`src/rtl/trig_frac_clkdiv.sv`:
```
module trig_frac_clkdiv #(
  parameter int NPAR    = 4,
  parameter int DIV_W   = 8,
  parameter int FRAC_W  = 3,
  parameter int PRE_W   = 4,
  parameter int SEL_W   = 3,
  parameter int SEL_RST = 7
) (
  input  logic             clk,
  input  logic             rst_n,
  input  logic             gate_en,
  input  logic [NPAR-1:0]  parent_req,
  input  logic             wr_en,
  input  logic [1:0]       wr_addr,
  input  logic [DIV_W-1:0] wr_data,
  input  logic             go_main,
  input  logic             go_pre,
  output logic             main_busy,
  output logic             pre_busy,
  output logic             div_pulse,
  output logic [DIV_W-1:0] act_div,
  output logic [PRE_W-1:0] act_pre,
  output logic [SEL_W-1:0] act_sel
);
  localparam int ACC_W = DIV_W + 2;
  localparam logic [ACC_W-1:0] ONE = ACC_W'(1 << FRAC_W);

  logic [DIV_W-1:0] stg_div;
  logic [PRE_W-1:0] stg_pre;
  logic [SEL_W-1:0] stg_sel;
  logic [PRE_W-1:0] pre_cnt;
  logic [ACC_W-1:0] acc;
  logic [1:0]       main_tail, pre_tail;
  logic             sel_in;

  wire sel_ok = {1'b0, act_sel} < (SEL_W+1)'(NPAR);

  always_comb begin
    sel_in = 1'b0;
    for (int i = 0; i < NPAR; i++)
      if (act_sel == SEL_W'(i)) sel_in = parent_req[i];
  end

  wire              pre_hit = gate_en && sel_in && (pre_cnt == act_pre);
  wire [ACC_W-1:0]  scaled  = ACC_W'(act_div) + ONE;
  wire [ACC_W-1:0]  sum     = acc + ONE;
  wire              wrap    = sum >= scaled;

  wire main_edge = main_busy && (main_tail == 2'd0) && ((pre_hit && wrap) || !sel_ok);
  wire pre_edge  = pre_busy && (pre_tail == 2'd0) && ((pre_cnt == '0) || !sel_ok);

  always_ff @(posedge clk) begin
    if (!rst_n) begin
      stg_div <= '0;
      stg_pre <= '0;
      stg_sel <= SEL_W'(SEL_RST);
    end else if (gate_en && wr_en) begin
      case (wr_addr)
        2'd0:    stg_div <= wr_data;
        2'd1:    stg_pre <= wr_data[PRE_W-1:0];
        2'd2:    stg_sel <= wr_data[SEL_W-1:0];
        default: ;
      endcase
    end
  end

  always_ff @(posedge clk) begin
    if (!rst_n) begin
      act_div <= '0;
      act_pre <= '0;
      act_sel <= SEL_W'(SEL_RST);
    end else begin
      if (main_edge) act_div <= stg_div;
      if (pre_edge) begin
        act_pre <= stg_pre;
        act_sel <= stg_sel;
      end
    end
  end

  always_ff @(posedge clk) begin
    if (!rst_n) begin
      pre_cnt   <= '0;
      acc       <= '0;
      div_pulse <= 1'b0;
    end else begin
      if (pre_edge)
        pre_cnt <= '0;
      else if (gate_en && sel_in)
        pre_cnt <= (pre_cnt == act_pre) ? '0 : pre_cnt + 1'b1;
      if (main_edge)
        acc <= '0;
      else if (pre_hit)
        acc <= wrap ? sum - scaled : sum;
      div_pulse <= pre_hit && wrap;
    end
  end

  always_ff @(posedge clk) begin
    if (!rst_n) begin
      main_busy <= 1'b0;
      main_tail <= '0;
    end else begin
      if (main_edge) main_tail <= 2'd2;
      else if (main_tail != 2'd0) main_tail <= main_tail - 1'b1;
      if (go_main && gate_en && !main_busy) main_busy <= 1'b1;
      else if (main_tail == 2'd1) main_busy <= 1'b0;
    end
  end

  always_ff @(posedge clk) begin
    if (!rst_n) begin
      pre_busy <= 1'b0;
      pre_tail <= '0;
    end else begin
      if (pre_edge) pre_tail <= 2'd2;
      else if (pre_tail != 2'd0) pre_tail <= pre_tail - 1'b1;
      if (go_pre && gate_en && !pre_busy) pre_busy <= 1'b1;
      else if (pre_tail == 2'd1) pre_busy <= 1'b0;
    end
  end
endmodule

```
`config.mk`:
```
export PLATFORM = sky130hd
export DESIGN_NAME = trig_frac_clkdiv
export DESIGN_NICKNAME = d
export VERILOG_FILES = /design/src/rtl/trig_frac_clkdiv.sv
export SDC_FILE = /design/constraint.sdc
export NUM_CORES = 1
export LEC_CHECK = 0
export ABC_AREA = 1
export CORE_UTILIZATION = 40
export CTS_CLUSTER_SIZE = 16
export DETAILED_ROUTE_END_ITERATION = 12
export GPL_TIMING_DRIVEN = 0
export PLACE_DENSITY = 0.68
export SETUP_SLACK_MARGIN = 0.15
export SLEW_MARGIN = 20
export SYNTH_ARGS = -nofsm -noshare
export SYNTH_HDL_FRONTEND = slang
export SYNTH_SLANG_ARGS = --single-unit
```
`constraint.sdc`:
```
create_clock -name clk -period 3.2 [get_ports clk]
set_input_delay 0.64 -clock clk [delete_from_list [all_inputs] [get_ports clk]]
set_output_delay 0.64 -clock clk [all_outputs]
set_load 0.01 [all_outputs]
```
# [Yosys cells after proc, flatten, opt, wreduce, memory -nomap -nowiden]
# Index checks and enable logic that the tools add are counted.
[op_classes] bitwise_logic=1 n_reduce_logical=33 multipliers=0 magnitude_cmp=2 n_eq_ne=8 div=0 add_sub_neg=6 shifts=0 muxes=14
[op_table] op="logical AND 1 bit" count=12
[op_table] op="nonzero test 2 bit" count=6
[op_table] op="adder 10 x 4 -> 10 bit (second input constant)" count=1
[op_table] op="greater-or-equal comparator 10 x 9 -> 1 bit" count=1
[op_table] op="two-way mux 10 bit" count=1
[op_table] op="subtractor 10 x 9 -> 10 bit" count=1
[op_table] op="adder 8 x 4 -> 9 bit (second input constant)" count=1
[op_table] op="two-way mux 1 bit" count=8
[op_table] op="two-way mux 2 bit" count=4
[op_table] op="== test 2 x 1 -> 1 bit (second input constant)" count=3
[op_table] op="== test 3 x 2 -> 1 bit (second input constant)" count=2
[op_table] op="logical NOT 2 bit" count=3
[op_table] op="AND reduction 2 bit" count=3
[op_table] op="adder 4 x 1 -> 4 bit (second input constant)" count=1
[op_table] op="== test 4 bit" count=1
[op_table] op="logical NOT 4 bit" count=1
[op_table] op="two-way mux 4 bit" count=1
[op_table] op="OR reduction 2 bit" count=2
[op_table] op="subtractor 2 x 1 -> 2 bit (second input constant)" count=2
[op_table] op="== test 3 x 1 -> 1 bit (second input constant)" count=1
[op_table] op="logical NOT 1 bit" count=3
[op_table] op="logical NOT 3 bit" count=1
[op_table] op="< comparator 3 bit (second input constant)" count=1
[op_table] op="== test 2 bit (second input constant)" count=1
[op_table] op="2 further kinds" count=3
[totals] latchBits=0 mem_bits_ro=0 reg_bits=51 memories=0 ram_bits=0 output_inout_bits=18

# [Logic depth before layout (Yosys ltp)]
[logic_depth] depth_word=11 ltp_mapped=19 mapped_depth_nobuf=18

# [Least setup slack after synthesis]
# No wires, ideal clock.
[synth_path] path_kind="reg-to-reg" startpoint="reg act_div[3]" endpoint="reg act_div[5]" path_stages_with_launch=16 slack_ns=0.875 n_path_buf=1 arrival_time_ns=2.210 period_less_slack_ns=2.325 cell_sequence="dfxtp_1 ha_1 nand3_1 xor2_1 ha_1 inv_1 o21ai_0 a21oi_1 nand2_1 nand2_4 nand2_8 nand2_8 nand2_4 buf_8 a21oi_1 nor2_1"
[synth_via] elab_chain_cells=5
[synth_lines] item="from (decl)" line="21" text="output logic [DIV_W-1:0] act_div,"
[synth_lines] item="from (signal assigned)" line="73" text="if (main_edge) act_div <= stg_div;"
[synth_lines] item="adder 8 x 4 -> 9 bit" line="45" text="wire [ACC_W-1:0] scaled = ACC_W'(act_div) + ONE;"
[synth_lines] item="greater-or-equal comparator 10 x 9 -> 1 bit" line="47" text="wire wrap = sum >= scaled;"
[synth_lines] item="logical AND 1 bit" line="49" text="wire main_edge = main_busy && (main_tail == 2'd0) && ((pre_hit && wrap) || !sel_ok);"
[synth_lines] item="logical OR 1 bit" line="49"
[synth_lines] item="logical AND 1 bit" line="49"
# No other way between the ends.
# A chain may end at the register's enable or synchronous reset.

# [Worst setup path in the final report]
[layout_path] startpoint="reg acc[3]" endpoint="reg act_div[0]"
[layout_via] elab_chain_cells=5
[layout_lines] item="from (decl)" line="32" text="logic [ACC_W-1:0] acc;"
[layout_lines] item="from (signal assigned)" line="94" text="acc <= wrap ? sum - scaled : sum;"
[layout_lines] item="adder 10 x 4 -> 10 bit" line="46" text="wire [ACC_W-1:0] sum = acc + ONE;"
[layout_lines] item="greater-or-equal comparator 10 x 9 -> 1 bit" line="47"
[layout_lines] item="logical AND 1 bit" line="49"
[layout_lines] item="logical OR 1 bit" line="49"
[layout_lines] item="logical AND 1 bit" line="49"
# No other way between the ends.

==> results.sh <==
export IMPL_synthToLayoutAreaGrowth_pct=21.11
export IMPL_final_util_pct=50.55
export IMPL_routed_wirelength_um=6103
export IMPL_placed_cells=532
export IMPL_endpoint_kind="register"
export IMPL_swShare_pct=31.55
export IMPL_reg2reg_from="acc[3]"
export IMPL_place_gp_congestion=0.8779
export IMPL_ant_nets=0
export IMPL_netlist_top_cells_count="77 x nand2_1, 60 x nor2_1, 52 x inv_1, 51 x dfxtp_1, 31 x nand3_1"
export IMPL_yosys_warnings=0
export IMPL_syn_area_um2=2851
export IMPL_synth_distinct_cells=33
export IMPL_antenna_found_initial=0
export IMPL_viasPerCell=4.783
export IMPL_die_w_um=86.43
export IMPL_critical_path_class="reg2reg"
export IMPL_stdcell_count=540
export IMPL_synth_most_common_cell="nand2_1"
export IMPL_status="complete, no violations"
export IMPL_period_needed_ps=2689
export IMPL_drt_initial_drc_count=85
export IMPL_p_switching_w=0.0004972
export IMPL_cts_root_buf="clkbuf_8"
export IMPL_drc=0
export IMPL_dp_final_hpwl_um=4798
export IMPL_die_height_um=86.43
export IMPL_grt_pass1_vias=2471
export IMPL_avgRoutedWirePerCell_um=11.30
export IMPL_antenna_cells=0
export IMPL_fin_nets=477
export IMPL_min_period_over_period_pct=84.04
export IMPL_max_slew_worst_pin_slew_ps=634.2
export IMPL_cp_arrival_ps=2900
export IMPL_clk_pin_slew_ps=100
export IMPL_crit_path_max_incr_delay_ps=380
export IMPL_synth_top_area_share_pct=35.81
export IMPL_power_leakage_nw=1.528
export IMPL_cts_sinks=51
export IMPL_drive_gt1_share_pct=5.856
export IMPL_p_per_area_nw_per_um2=456.5
export IMPL_die_area_um2=7470
export IMPL_start_util_pct=41.74
export IMPL_critical_path_required_ps=3410
export IMPL_max_freq_mhz=371.9
export IMPL_cts_tree="yes"
export IMPL_rsz0062_at_grt="false"
export IMPL_core_area_um2=6832
export IMPL_slowest_stage="dfxtp_1"
export IMPL_fin_skew_ps=6.983
export IMPL_fillers=694
export IMPL_ir_drop_mv=0.2203
export IMPL_final_setup_tns_ps=0
export IMPL_stdcell_area_um2=3453
export IMPL_finalMaxSlewViolations=0
export IMPL_p_int_w=0.001079
export IMPL_vias=2583
export IMPL_synth_top_area_cell="dfxtp_1"
export IMPL_power_frac_clock_pct=29.3
export IMPL_post_dp_cell_area_um2=3342
export IMPL_cp_max_fo=10
export IMPL_min_to="main_tail[1]"
export IMPL_r2r_slack_ps=510
export IMPL_path_cells="ha_1, nand2_1, nor2_1, xor2_1, ha_1, inv_1, o21ai_0, a21oi_1, nand2_1, nand2_4, nand2_8, nand2_8, nand2_4, buf_8, a21oi_1, nor2_1"
export IMPL_fin_ws_ps=510.8
export IMPL_drv_cap=0
export IMPL_postSynthRegisterBits=51
export IMPL_cts_setup_buffers=0
export IMPL_hold_start="main_tail[1]"
export IMPL_avgSynthCellArea_um2=7.147
export IMPL_pwr_share_comb_pct=27.1
export IMPL_drt_pass1_iter_count=4
export IMPL_insertion_delay_ps=310
export IMPL_clockBufferDepth=2
export IMPL_grt_max_degree=17
export IMPL_r2r_end="act_div[0]"
export IMPL_cts_htree_levels=2
export IMPL_synth_edff_count=0
export IMPL_synth_fp_nets=433
export IMPL_synth_area_top_cells="dfxtp_1 36%, nand2_1 10%, nor2_1 7.9%"
export IMPL_setup_viol=0
export IMPL_crit_path_start_kind="register"
export IMPL_ctsResizeCount=0
export IMPL_worstRegToRegCells=16
export IMPL_hp_class="reg2reg"
export IMPL_async_flop_share_pct=0
export IMPL_synth_flop_cell="dfxtp_1"
export IMPL_port_buffers=37
export IMPL_holdBufCountCts=0
export IMPL_ioPinCount=38
export IMPL_slew_headroom_pct=57.57
export IMPL_numCtsBuffers=5
export IMPL_syn_inst=399
export IMPL_post_place_ws_ps=537.4
export IMPL_grt_ovfl_total=0
export IMPL_grt_total_usage_pct=17.93
export IMPL_num_rows=30
export IMPL_grt_pass1_wl_um=10720
export IMPL_hold_viol_final=0
export IMPL_synth_seq_area_share_pct=35.81
export IMPL_pwr_share_seq_pct=43.6
export IMPL_min_path_cells=2
worst max-delay path by stage:
stage | start | endpoint | slack [ps] | cells past startpoint
after global placement | acc[3] | act_div[0] | 560 | 16
after global routing | acc[3] | act_div[0] | 270 | 16
after floorplan | act_div[3] | act_div[5] | 880 | 15
after CTS | acc[3] | act_div[0] | 520 | 16
final | acc[3] | act_div[0] | 510 | 16
after detailed placement | acc[3] | act_div[0] | 540 | 16
critical path, delay by kind of cell (launching register included):
family	cells	cell delay, ps
AND/OR/NAND/NOR	8	790
adder cells (fa/ha/maj)	2	500
AO/OA/AOI/OAI	3	390
flip-flops	1	380
XOR/XNOR	1	260
buffers and inverters	2	260
layer usage:
layer  global-route usage (%)  part of all wire, %  up-vias
met5                        0                    0        -
met4                    5.303                 0.87        0
met3                    2.952                  3.6        6
met2                    30.59                   46       41
met1                    23.28                   49     1165
li1                         -                    -     1371
through the flow:
stage	hold WS [ps]	total power, W
3_3_place_gp	445.5	0.001121
3_5_place_dp	448.5	0.001127
2_1_floorplan	430.1	0.001005
4_1_cts	462.9	0.001586
6_report	461.0	0.001576
5_1_grt	485.7	0.001677
cells in the final DEF, fill, tap and decap left out:
master | synthesis | layout
a21oi_1 | 30 | 30
nand3b_4 | 1 | 1
buf_2 | 3 | 3
a211oi_1 | 1 | 1
bufinv_16 | 0 | 1
a311oi_1 | 2 | 2
inv_2 | 1 | 1
nand2_4 | 3 | 3
nor2_1 | 60 | 60
inv_6 | 0 | 1
nand3_2 | 3 | 3
ha_1 | 13 | 13
nor2_4 | 1 | 1
or2_2 | 1 | 1
o211ai_1 | 2 | 2
nand2_1 | 77 | 77
o21ai_0 | 23 | 23
nor2_8 | 1 | 1
xor2_2 | 1 | 1
a31oi_1 | 1 | 1
nand3b_1 | 3 | 3
fa_1 | 1 | 1
clkbuf_1 | 3 | 4
nand2_8 | 2 | 2
clkbuf_8 | 0 | 5
o21bai_1 | 1 | 1
xnor2_1 | 8 | 8
clkdlybuf4s50_1 | 0 | 37
inv_1 | 52 | 52
nand3_1 | 31 | 31
xor2_1 | 8 | 8
a21boi_0 | 1 | 1
dfxtp_1 | 51 | 51
nor3_1 | 8 | 8
nand2_2 | 1 | 1
nand4_1 | 4 | 4
buf_8 | 1 | 1
cell type report:
class / instances / area (um2) / share of cell area, %
plain buffers: 7 / 41.29 / 1.196
multi-input cells: 288 / 1590 / 46.05
inverters: 53 / 198.9 / 5.761
well taps: 96 / 120.1 / 3.478
clock inverters: 2 / 38.79 / 1.123
clock buffers: 6 / 72.57 / 2.101
repair buffers: 37 / 370.4 / 10.72
flip-flops and latches: 51 / 1021 / 29.57
power by group through the flow:
stage / Sequential [W] / Combinational, W / Clock, W
after global placement: 0.000701 / 0.000420 / 0
final: 0.000687 / 0.000428 / 0.000461
after CTS: 0.000687 / 0.000428 / 0.000471
after detailed placement: 0.000701 / 0.000426 / 0
after global routing: 0.000691 / 0.000484 / 0.000502
after floorplan: 0.000704 / 0.000301 / 0
cell families after synthesis:
family / share of synthesized area [%]
AO/OA/AOI/OAI: 11.45
XOR/XNOR: 5.485
adder cells (fa/ha/maj): 6.406
buffers and inverters: 8.424
flip-flops: 35.81
AND/OR/NAND/NOR: 32.43
registers in the layout, indices dropped and copies added, names as in the netlist, 2 cells and up:
name and count:
acc 10, act_div 8, act_pre 4, act_sel 3
main_tail 2, pre_cnt 4, pre_tail 2, stg_div 8
stg_pre 4, stg_sel 3
No activity file was read; power rests on OpenSTA's default activity.
